==> config.mk <==
export PLATFORM = sky130hd
export DESIGN_NAME = seq2_core
export DESIGN_NICKNAME = d
export VERILOG_FILES = /design/src/rtl/seq2_pkg.sv /design/src/rtl/seq2_imem.sv /design/src/rtl/seq2_ctrl.sv /design/src/rtl/seq2_regs.sv /design/src/rtl/seq2_core.sv
export SDC_FILE = /design/constraint.sdc
export NUM_CORES = 1
export LEC_CHECK = 0
export ABC_AREA = 1
export BUFFER_PORTS_ARGS = -buffer_cell sky130_fd_sc_hd__buf_2
export CORE_MARGIN = 2
export CORE_UTILIZATION = 55
export DETAILED_ROUTE_END_ITERATION = 8
export PLACE_DENSITY = 0.75
export RECOVER_POWER = 50
export SETUP_SLACK_MARGIN = 0.02
export SKIP_LAST_GASP = 1
export SLEW_MARGIN = 5
export SYNTH_ARGS = -nofsm -noshare
export SYNTH_HDL_FRONTEND = slang
export SYNTH_SLANG_ARGS = --single-unit
==> constraint.sdc <==
create_clock -name clk -period 1.65 [get_ports clk]
set_input_delay 0.0825 -clock clk [delete_from_list [all_inputs] [get_ports clk]]
set_output_delay 0.0825 -clock clk [all_outputs]
set_load 0.005 [all_outputs]
==> src/rtl/seq2_pkg.sv <==
package seq2_pkg;
   localparam int OP_W = 4;

   localparam logic [OP_W-1:0] OPC_HLT = 4'd0;
   localparam logic [OP_W-1:0] OPC_LDI = 4'd1;
   localparam logic [OP_W-1:0] OPC_XCH = 4'd2;
   localparam logic [OP_W-1:0] OPC_ADD = 4'd3;
   localparam logic [OP_W-1:0] OPC_JMP = 4'd4;

   typedef enum logic [1:0] {
      PH_FETCH = 2'd0,
      PH_EXEC  = 2'd1,
      PH_HALT  = 2'd2
   } phase_t;
endpackage

==> src/rtl/seq2_imem.sv <==
module seq2_imem #(
   parameter int ADDR_W = 4,
   parameter int WORD_W = 16
) (
   input  logic              clk,
   input  logic              we,
   input  logic [ADDR_W-1:0] waddr,
   input  logic [WORD_W-1:0] wdata,
   input  logic [ADDR_W-1:0] raddr,
   output logic [WORD_W-1:0] rdata
);
   localparam int DEPTH = 1 << ADDR_W;

   logic [WORD_W-1:0] words [DEPTH];

   always_ff @(posedge clk) begin
      if (we) words[waddr] <= wdata;
   end

   assign rdata = words[raddr];
endmodule

==> src/rtl/seq2_ctrl.sv <==
module seq2_ctrl
   import seq2_pkg::*;
#(
   parameter int ADDR_W = 4,
   parameter int DATA_W = 12
) (
   input  logic                   clk,
   input  logic                   rst_n,
   input  logic [OP_W+DATA_W-1:0] insn,
   output logic [ADDR_W-1:0]      ip,
   output phase_t                 phase,
   output logic [OP_W-1:0]        op,
   output logic [DATA_W-1:0]      arg
);
   logic [OP_W+DATA_W-1:0] ir;

   assign op  = ir[OP_W+DATA_W-1:DATA_W];
   assign arg = ir[DATA_W-1:0];

   always_ff @(posedge clk or negedge rst_n) begin
      if (!rst_n) begin
         phase <= PH_FETCH;
         ip    <= '0;
         ir    <= '0;
      end else begin
         unique case (phase)
            PH_FETCH: begin
               ir    <= insn;
               phase <= PH_EXEC;
            end
            PH_EXEC: begin
               if (op == OPC_HLT) begin
                  phase <= PH_HALT;
               end else begin
                  phase <= PH_FETCH;
                  if (op == OPC_JMP) ip <= arg[ADDR_W-1:0];
                  else               ip <= ip + 1'b1;
               end
            end
            default: phase <= PH_HALT;
         endcase
      end
   end
endmodule

==> src/rtl/seq2_regs.sv <==
module seq2_regs
   import seq2_pkg::*;
#(
   parameter int DATA_W = 12
) (
   input  logic              clk,
   input  logic              rst_n,
   input  logic              exec_en,
   input  logic [OP_W-1:0]   op,
   input  logic [DATA_W-1:0] arg,
   output logic [DATA_W-1:0] reg_w,
   output logic [DATA_W-1:0] reg_s
);
   always_ff @(posedge clk or negedge rst_n) begin
      if (!rst_n) begin
         reg_w <= '0;
         reg_s <= '0;
      end else if (exec_en) begin
         case (op)
            OPC_LDI: reg_w <= arg;
            OPC_XCH: begin
               reg_w <= reg_s;
               reg_s <= reg_w;
            end
            OPC_ADD: reg_w <= reg_w + reg_s;
            default: ;
         endcase
      end
   end
endmodule

==> src/rtl/seq2_core.sv <==
module seq2_core
   import seq2_pkg::*;
#(
   parameter int ADDR_W = 4,
   parameter int DATA_W = 12
) (
   input  logic                   clk,
   input  logic                   rst_n,
   input  logic                   prog_we,
   input  logic [ADDR_W-1:0]      prog_addr,
   input  logic [OP_W+DATA_W-1:0] prog_data,
   output logic [ADDR_W-1:0]      ip,
   output logic [DATA_W-1:0]      reg_w,
   output logic [DATA_W-1:0]      reg_s,
   output logic                   halted
);
   localparam int WORD_W = OP_W + DATA_W;

   if (ADDR_W < 1 || ADDR_W > 10) begin : g_bad_addr
      $error("seq2_core: ADDR_W must lie in 1..10");
   end
   if (DATA_W < ADDR_W) begin : g_bad_data
      $error("seq2_core: DATA_W must be at least ADDR_W so jumps reach every word");
   end

   logic [WORD_W-1:0] insn;
   phase_t            phase;
   logic [OP_W-1:0]   op;
   logic [DATA_W-1:0] arg;
   logic              exec_ph;

   seq2_imem #(.ADDR_W(ADDR_W), .WORD_W(WORD_W)) u_imem (
      .clk   (clk),
      .we    (prog_we & ~rst_n),
      .waddr (prog_addr),
      .wdata (prog_data),
      .raddr (ip),
      .rdata (insn)
   );

   seq2_ctrl #(.ADDR_W(ADDR_W), .DATA_W(DATA_W)) u_ctrl (
      .clk   (clk),
      .rst_n (rst_n),
      .insn  (insn),
      .ip    (ip),
      .phase (phase),
      .op    (op),
      .arg   (arg)
   );

   assign exec_ph = (phase == PH_EXEC);
   assign halted  = (phase == PH_HALT);

   seq2_regs #(.DATA_W(DATA_W)) u_regs (
      .clk     (clk),
      .rst_n   (rst_n),
      .exec_en (exec_ph),
      .op      (op),
      .arg     (arg),
      .reg_w   (reg_w),
      .reg_s   (reg_s)
   );
endmodule

==> impl_metrics.tcl, run 1 <==
set metrics [dict create \
    grt_pass1_vias 8990 \
    regArea_mm2 0.00885 \
    crit_type "flip-flop to flip-flop" \
    fin_ws_ps -73.3 \
    synth_top_area_share_pct 60.1 \
    gp_congestion 0.967 \
    drive_above_1_share_pct 17.9 \
    wl_um 33500 \
    synthDistinctLibCells 33 \
    crit_slowest_cell "dfrtp_1" \
    initial_core_util_pct 56.3 \
    postLayoutCoreUtil_pct 68.2 \
    routed_via_density 5.86 \
    synth.cell_area_mm2 0.0128 \
    antenna_found_initial 1 \
    setup-violations-final 7 \
    max_freq_mhz 580 \
    final_common_cell "edfxtp_1" \
    status "finished with violations" \
    cts_made_buffers 31 \
    core_mm2 0.0227 \
    cts-root-buf "clkbuf_16" \
    path_max_fanout 4 \
    cap_violations 0 \
    drv_slew 0 \
    multi_input_area_mm2 0.00367 \
    cts_max_path_buffers 3 \
    min_period_over_period_pct 104 \
    path_cells "ha_4 -> fa_2 -> a21oi_2 -> inv_2 -> nand2_2 -> nand2_1 -> nand2_1 -> nand3_1 -> a21boi_1" \
    ir_drop_uv 1130 \
    hp-class "primary input to flip-flop" \
    synth_fp_nets 1170 \
    ys_ff_latch 302 \
    max-slew-margin-rel_pct 15.2 \
    grt_start_max_net_pins 55 \
    synth-edff-count 256 \
    fin_nets 1305 \
    layout_common_cells "edfxtp_1, nand2_1, nor2_1" \
    via_count 9260 \
    clk_latency_ps 570 \
    path_delay_family "adder cells" \
    firstDrtPassIters 5 \
    cp.arrival_ps 2210 \
    slowest_delay_ps 410 \
    grt_util_all_layers_pct 27.4 \
    finalClockSkew_ps 14.9 \
    grt_first_pass_wirelength_um 50500 \
    fin_crit_ps 1720 \
    dp_hpwl_um 20200 \
    yosysWarnings 0 \
    synth_area_leaders "edfxtp_1, dfrtp_1, nand2_1" \
    io_pins 52 \
    die_w_um 156 \
    fp.dieArea_mm2 0.0245 \
    cts_sinks 302 \
    path_common_cell "nand2_1" \
    report.power.total_w 0.0262 \
    synth_top_flop_cell "edfxtp_1" \
    postRouteAntennaNets 0 \
    worstSetupEndpointType "flip-flop" \
    rows 55 \
    crit_buf_inv 1 \
    drt-initial-drc-count 1042 \
    port_buffers 51 \
    cp.required_ps 2140 \
    cts_tree "built" \
    route.detailed.drc 0 \
    syn_avg_cell_area_um2 11.3 \
    fp.dieH_um 156 \
    cts.clk_slew.worst_paths_ps 60 \
    worst_pin_slew_ps 1270 \
    rsz0062_at_grt "true" \
    htreeDepth 1 \
    p_leak_nw 5.89 \
    wl_per_cell_um 21.2 \
    finalHoldViolCount 0 \
    pre_cts_ws_ps -59.8 \
    syn_inst 1134 \
    crit_path_start_kind "flip-flop" \
    async_flop_share_pct 15.2 \
    p_per_area_mw_per_mm2 1690 \
    synth.largest_area_cell "edfxtp_1" \
    seq_area_frac_synth_pct 69.1 \
    syn2layout_area_growth_pct 21.1 \
    violations "setup timing" \
    fill_cells 1590 \
    gr-total-overflow 0 \
]
-- flip-flops by register name (all words and copies together) (netlist names) --
name and flops:
u_ctrl.phase 2, u_regs.reg_w 12, u_imem.words 256, u_regs.reg_s 12, u_ctrl.ip 4, u_ctrl.ir 16
-- metal layers --
| metal | share of wire, % | GRT usage (%) | vias up | wire length (um) |
|---|---|---|---|---|
| met1 | 39 | 37.0 | 4465 | 13100 |
| met4 | 2.6 | 7.82 | 0 | 884 |
| met2 | 49 | 46.6 | 476 | 16500 |
| li1 | - | - | 4247 | - |
| met3 | 8.9 | 4.26 | 72 | 2980 |
| met5 | 0 | 0 | - | 0 |
-- repair_timing --
item                                   in CTS  in global routing
hold buffers                               17                  0
pin swaps                                   2                  9
gates resized for setup                    13                 47
setup buffers                               1                  5
gates cloned                                1                  0
endpoints found under the hold margin     302                  0
setup endpoints to repair                  13                 41
-- through the flow --
stage	instance area [um2]	hold WS [ps]	setup TNS, ps	instances
after global placement	14000	246	-16.1	1497
after floorplan	12800	-213	0	1134
after CTS	15300	178	-7.68	1573
final	15500	198	-229	1579
after detailed placement	14000	244	-167	1497
after global routing	15500	203	-1420	1579
-- cell families after synthesis --
family / after synthesis / share of synthesized area, %
flops: 302 / 69.1
mux: 1 / 0.0783
xor+xnor: 1 / 0.0685
buf+inv: 119 / 4.21
fa+ha+maj: 13 / 1.33
compound gates: 272 / 11.8
simple gates: 426 / 13.4
-- final timing paths --
path / startpoint / cells past startpoint / slack [ps] / endpoint
max: u_regs.reg_s[0] / 9 / -70 / u_regs.reg_w[6]
min: prog_addr[3] / 5 / 200 / u_imem.words[0][13]
max reg2reg: u_regs.reg_s[0] / 9 / -70 / u_regs.reg_w[6]
min reg2reg: u_ctrl.ir[8] / 2 / 520 / u_ctrl.ir[8]
max in group asynchronous: rst_n / 3 / 300 / u_ctrl.ip[0]
min in group asynchronous: rst_n / 3 / 440 / u_ctrl.ir[10]
-- power by group --
part | internal [W] | switching (W)
combinational | 0.00383 | 0.00593
clock | 0.00409 | 0.00294
sequential | 0.00887 | 0.000550
-- worst min-delay path, stage by stage --
cell and delay (ps):
buf_2 110, nor2_1 40, nand2_1 150, nor2_2 80, buf_4 150
-- cells in the mapped netlist, types with 4 or more instances --
cell type and instances:
edfxtp_1 256, nand2_1 242, nor2_1 126, o21ai_0 92
inv_1 64, a21oi_1 57, o21ai_1 48, dfrtp_1 46
nand3_1 36, o22ai_1 32, a21boi_0 24, buf_2 23
clkbuf_1 17, ha_1 12, a21boi_1 11, buf_6 7
nand3b_1 5, nand4_1 5, nor2_2 4, or2_2 4
-- layout make-up --
cell class,count,share of cell area (%)
Antenna cell,1,0.0162
Inverter,66,1.63
Sequential cell,302,57.1
Clock buffer,37,5.16
Clock inverter,20,1.44
Tap cell,285,2.30
Timing Repair Buffer,155,8.58
Multi-Input combinational cell,713,23.7
(Power assumes the default switching activity.)
==> run 2: changes to the inputs <==
--- a/config.mk
+++ b/config.mk
@@ -7,9 +7,11 @@
 export LEC_CHECK = 0
 export ABC_AREA = 1
 export BUFFER_PORTS_ARGS = -buffer_cell sky130_fd_sc_hd__buf_2
+export CORE_ASPECT_RATIO = 1.4
 export CORE_MARGIN = 2
 export CORE_UTILIZATION = 55
 export DETAILED_ROUTE_END_ITERATION = 8
+export MAX_ROUTING_LAYER = met4
 export PLACE_DENSITY = 0.75
 export RECOVER_POWER = 50
 export SETUP_SLACK_MARGIN = 0.02
==> run 2 against run 1 <==
- the flow still finishes with violations (setup timing)
- die area barely moved
- total power fell by 2.9%
- combinational power rose by 6%
- via count rose by 0.40%
- clock power fell by 18%
- setup slack improved by 23 ps
- fmax rose by 1.3%
- critical path type unchanged
- critical endpoint is now u_ctrl.ir[1]
- largest cell class unchanged
- highest routed layer unchanged
==> impl_metrics.tcl, run 2 (synthesis results as in run 1) <==
set metrics [dict create \
    wl_per_cell_um 21.1 \
    rr_endpoint "u_ctrl.ir[1]" \
    cp.required_ps 2110 \
    worstHoldEndpoint "u_imem.words[0][2]" \
    firstDrtPassIters 5 \
    initial_core_util_pct 55.5 \
    path_cells "clkinv_8 -> buf_12 -> buf_6 -> o21ai_0 -> o22ai_1 -> nand2_1 -> nand2_1 -> nand3_2 -> o21ai_1" \
    rows 66 \
    dp_hpwl_um 19900 \
    path_common_cell "nand2_1" \
    fin_ws_ps -50.8 \
    p_leak_nw 5.83 \
    gp_congestion 0.870 \
    worstSetupEndpointType "flip-flop" \
    postRouteAntennaNets 0 \
    finalHoldViolCount 0 \
    io_pins 52 \
    drv_slew 0 \
    crit_slowest_cell "dfrtp_4" \
    cts_max_path_buffers 3 \
    fin_area_mm2 0.0155 \
    max-slew-margin-rel_pct 16.0 \
    routed_via_density 5.85 \
    syn2layout_area_growth_pct 21.2 \
    largest_register_ffs 256 \
    port_buffers 51 \
    holdPathStages 4 \
    r2r_slack_ps -50 \
    grt_pass1_vias 8904 \
    crit_path_start_kind "flip-flop" \
    drt-initial-drc-count 926 \
    grt_first_pass_wirelength_um 48300 \
    r2r-start "u_ctrl.ip[0]" \
    fp.dieH_um 184 \
    num_antenna_cells 0 \
    worst_pin_slew_ps 1260 \
    top_register "u_imem.words" \
    cap_violations 0 \
    htreeDepth 1 \
    crit_type "flip-flop to flip-flop" \
    path_max_fanout 12 \
    largestRegisters "u_imem.words (256), u_ctrl.ir (16)" \
    finalClockSkew_ps 17.9 \
    cts_tree "built" \
    cp.arrival_ps 2160 \
    clk_latency_ps 540 \
    hold_start "prog_addr[3]" \
    status "finished with violations" \
    slowest_delay_ps 570 \
    postLayoutCoreUtil_pct 67.3 \
    wl_um 33500 \
    report.power.total_w 0.0255 \
    cts_made_buffers 27 \
    p_per_area_mw_per_mm2 1640 \
    cts_sinks 302 \
    layout_common_cells "edfxtp_1, nand2_1, nor2_1" \
    antenna_found_initial 0 \
    worst-r2r-cell-count 9 \
    hp-class "primary input to flip-flop" \
    setup-violations-final 9 \
    fin_crit_ps 1700 \
    placed_area_mm2 0.0141 \
    pre_cts_ws_ps -138 \
    fp.dieArea_mm2 0.0245 \
    grt_start_max_net_pins 47 \
    core_mm2 0.0230 \
    cts-root-buf "clkbuf_16" \
    die_w_um 133 \
    min_period_over_period_pct 103 \
    via_count 9297 \
    grt_util_all_layers_pct 26.7 \
    final_common_cell "edfxtp_1" \
    fin_nets 1298 \
    ir_drop_uv 1040 \
    max_freq_mhz 588 \
    rsz0062_at_grt "true" \
    cts.clk_slew.worst_paths_ps 70 \
    violations "setup timing" \
    route.detailed.drc 0 \
    gr-total-overflow 0 \
    drive_above_1_share_pct 17.8 \
]
-- run 2: layer usage --
metal / vias up / part of all wire, % / track usage [%]
met5: - / 0 / -
met4: 0 / 4.1 / 11.3
met3: 101 / 7.0 / 3.91
met2: 429 / 52 / 47.5
met1: 4533 / 37 / 30.2
li1: 4234 / - / -
-- run 2: worst max-delay path by stage --
| stage | start | slack, ps | endpoint |
|---|---|---|---|
| 6_report | u_ctrl.ip[0] | -50 | u_ctrl.ir[1] |
| 4_1_cts | u_ctrl.ip[0] | -2 | u_ctrl.ir[13] |
| 2_1_floorplan | u_regs.reg_s[0] | 20 | u_regs.reg_w[4] |
| 3_3_place_gp | u_ctrl.ip[0] | -60 | u_ctrl.ir[1] |
| 5_1_grt | u_ctrl.ip[0] | -110 | u_ctrl.ir[12] |
| 3_5_place_dp | u_ctrl.ip[0] | -140 | u_ctrl.ir[1] |
-- run 2: final cells by class --
type,count,area [um2]
multi-input combinational,713,3720
tap,306,383
clock buffer,37,713
fill,1605,7540
inverter,66,264
sequential,302,8840
clock inverter,12,88.8
timing repair buffer,152,1480
-- run 2: critical path: cells and delay by family, from the launching register on --
| family | cells | cell delay [ps] |
|---|---|---|
| flops | 1 | 570 |
| compound gates | 3 | 370 |
| simple gates | 3 | 300 |
| buf+inv | 3 | 380 |
-- run 2: metrics by stage --
step                hold slack [ps]  TNS [ps]  std cells
finish                          110      -183       1588
global route                    156     -1360       1588
CTS                            91.0     -2.33       1579
detailed placement              309      -328       1511
global placement                314      -112       1511
floorplan                      -213         0       1134
-- run 2: repair_timing --
action	4_1_cts	5_1_grt
resized for setup	13	65
gates cloned	2	2
buffers inserted	0	7
endpoints found under the setup margin	12	24
endpoints found under the hold margin	302	0
pin swaps	1	13
hold buffers	17	0
-- run 2: power by group --
group	switching, W	leakage [nW]	internal (W)	total [W]
Combinational	0.00614	2.57	0.00412	0.0103
Sequential	0.000544	2.87	0.00887	0.00941
Clock	0.00260	0.387	0.00318	0.00579
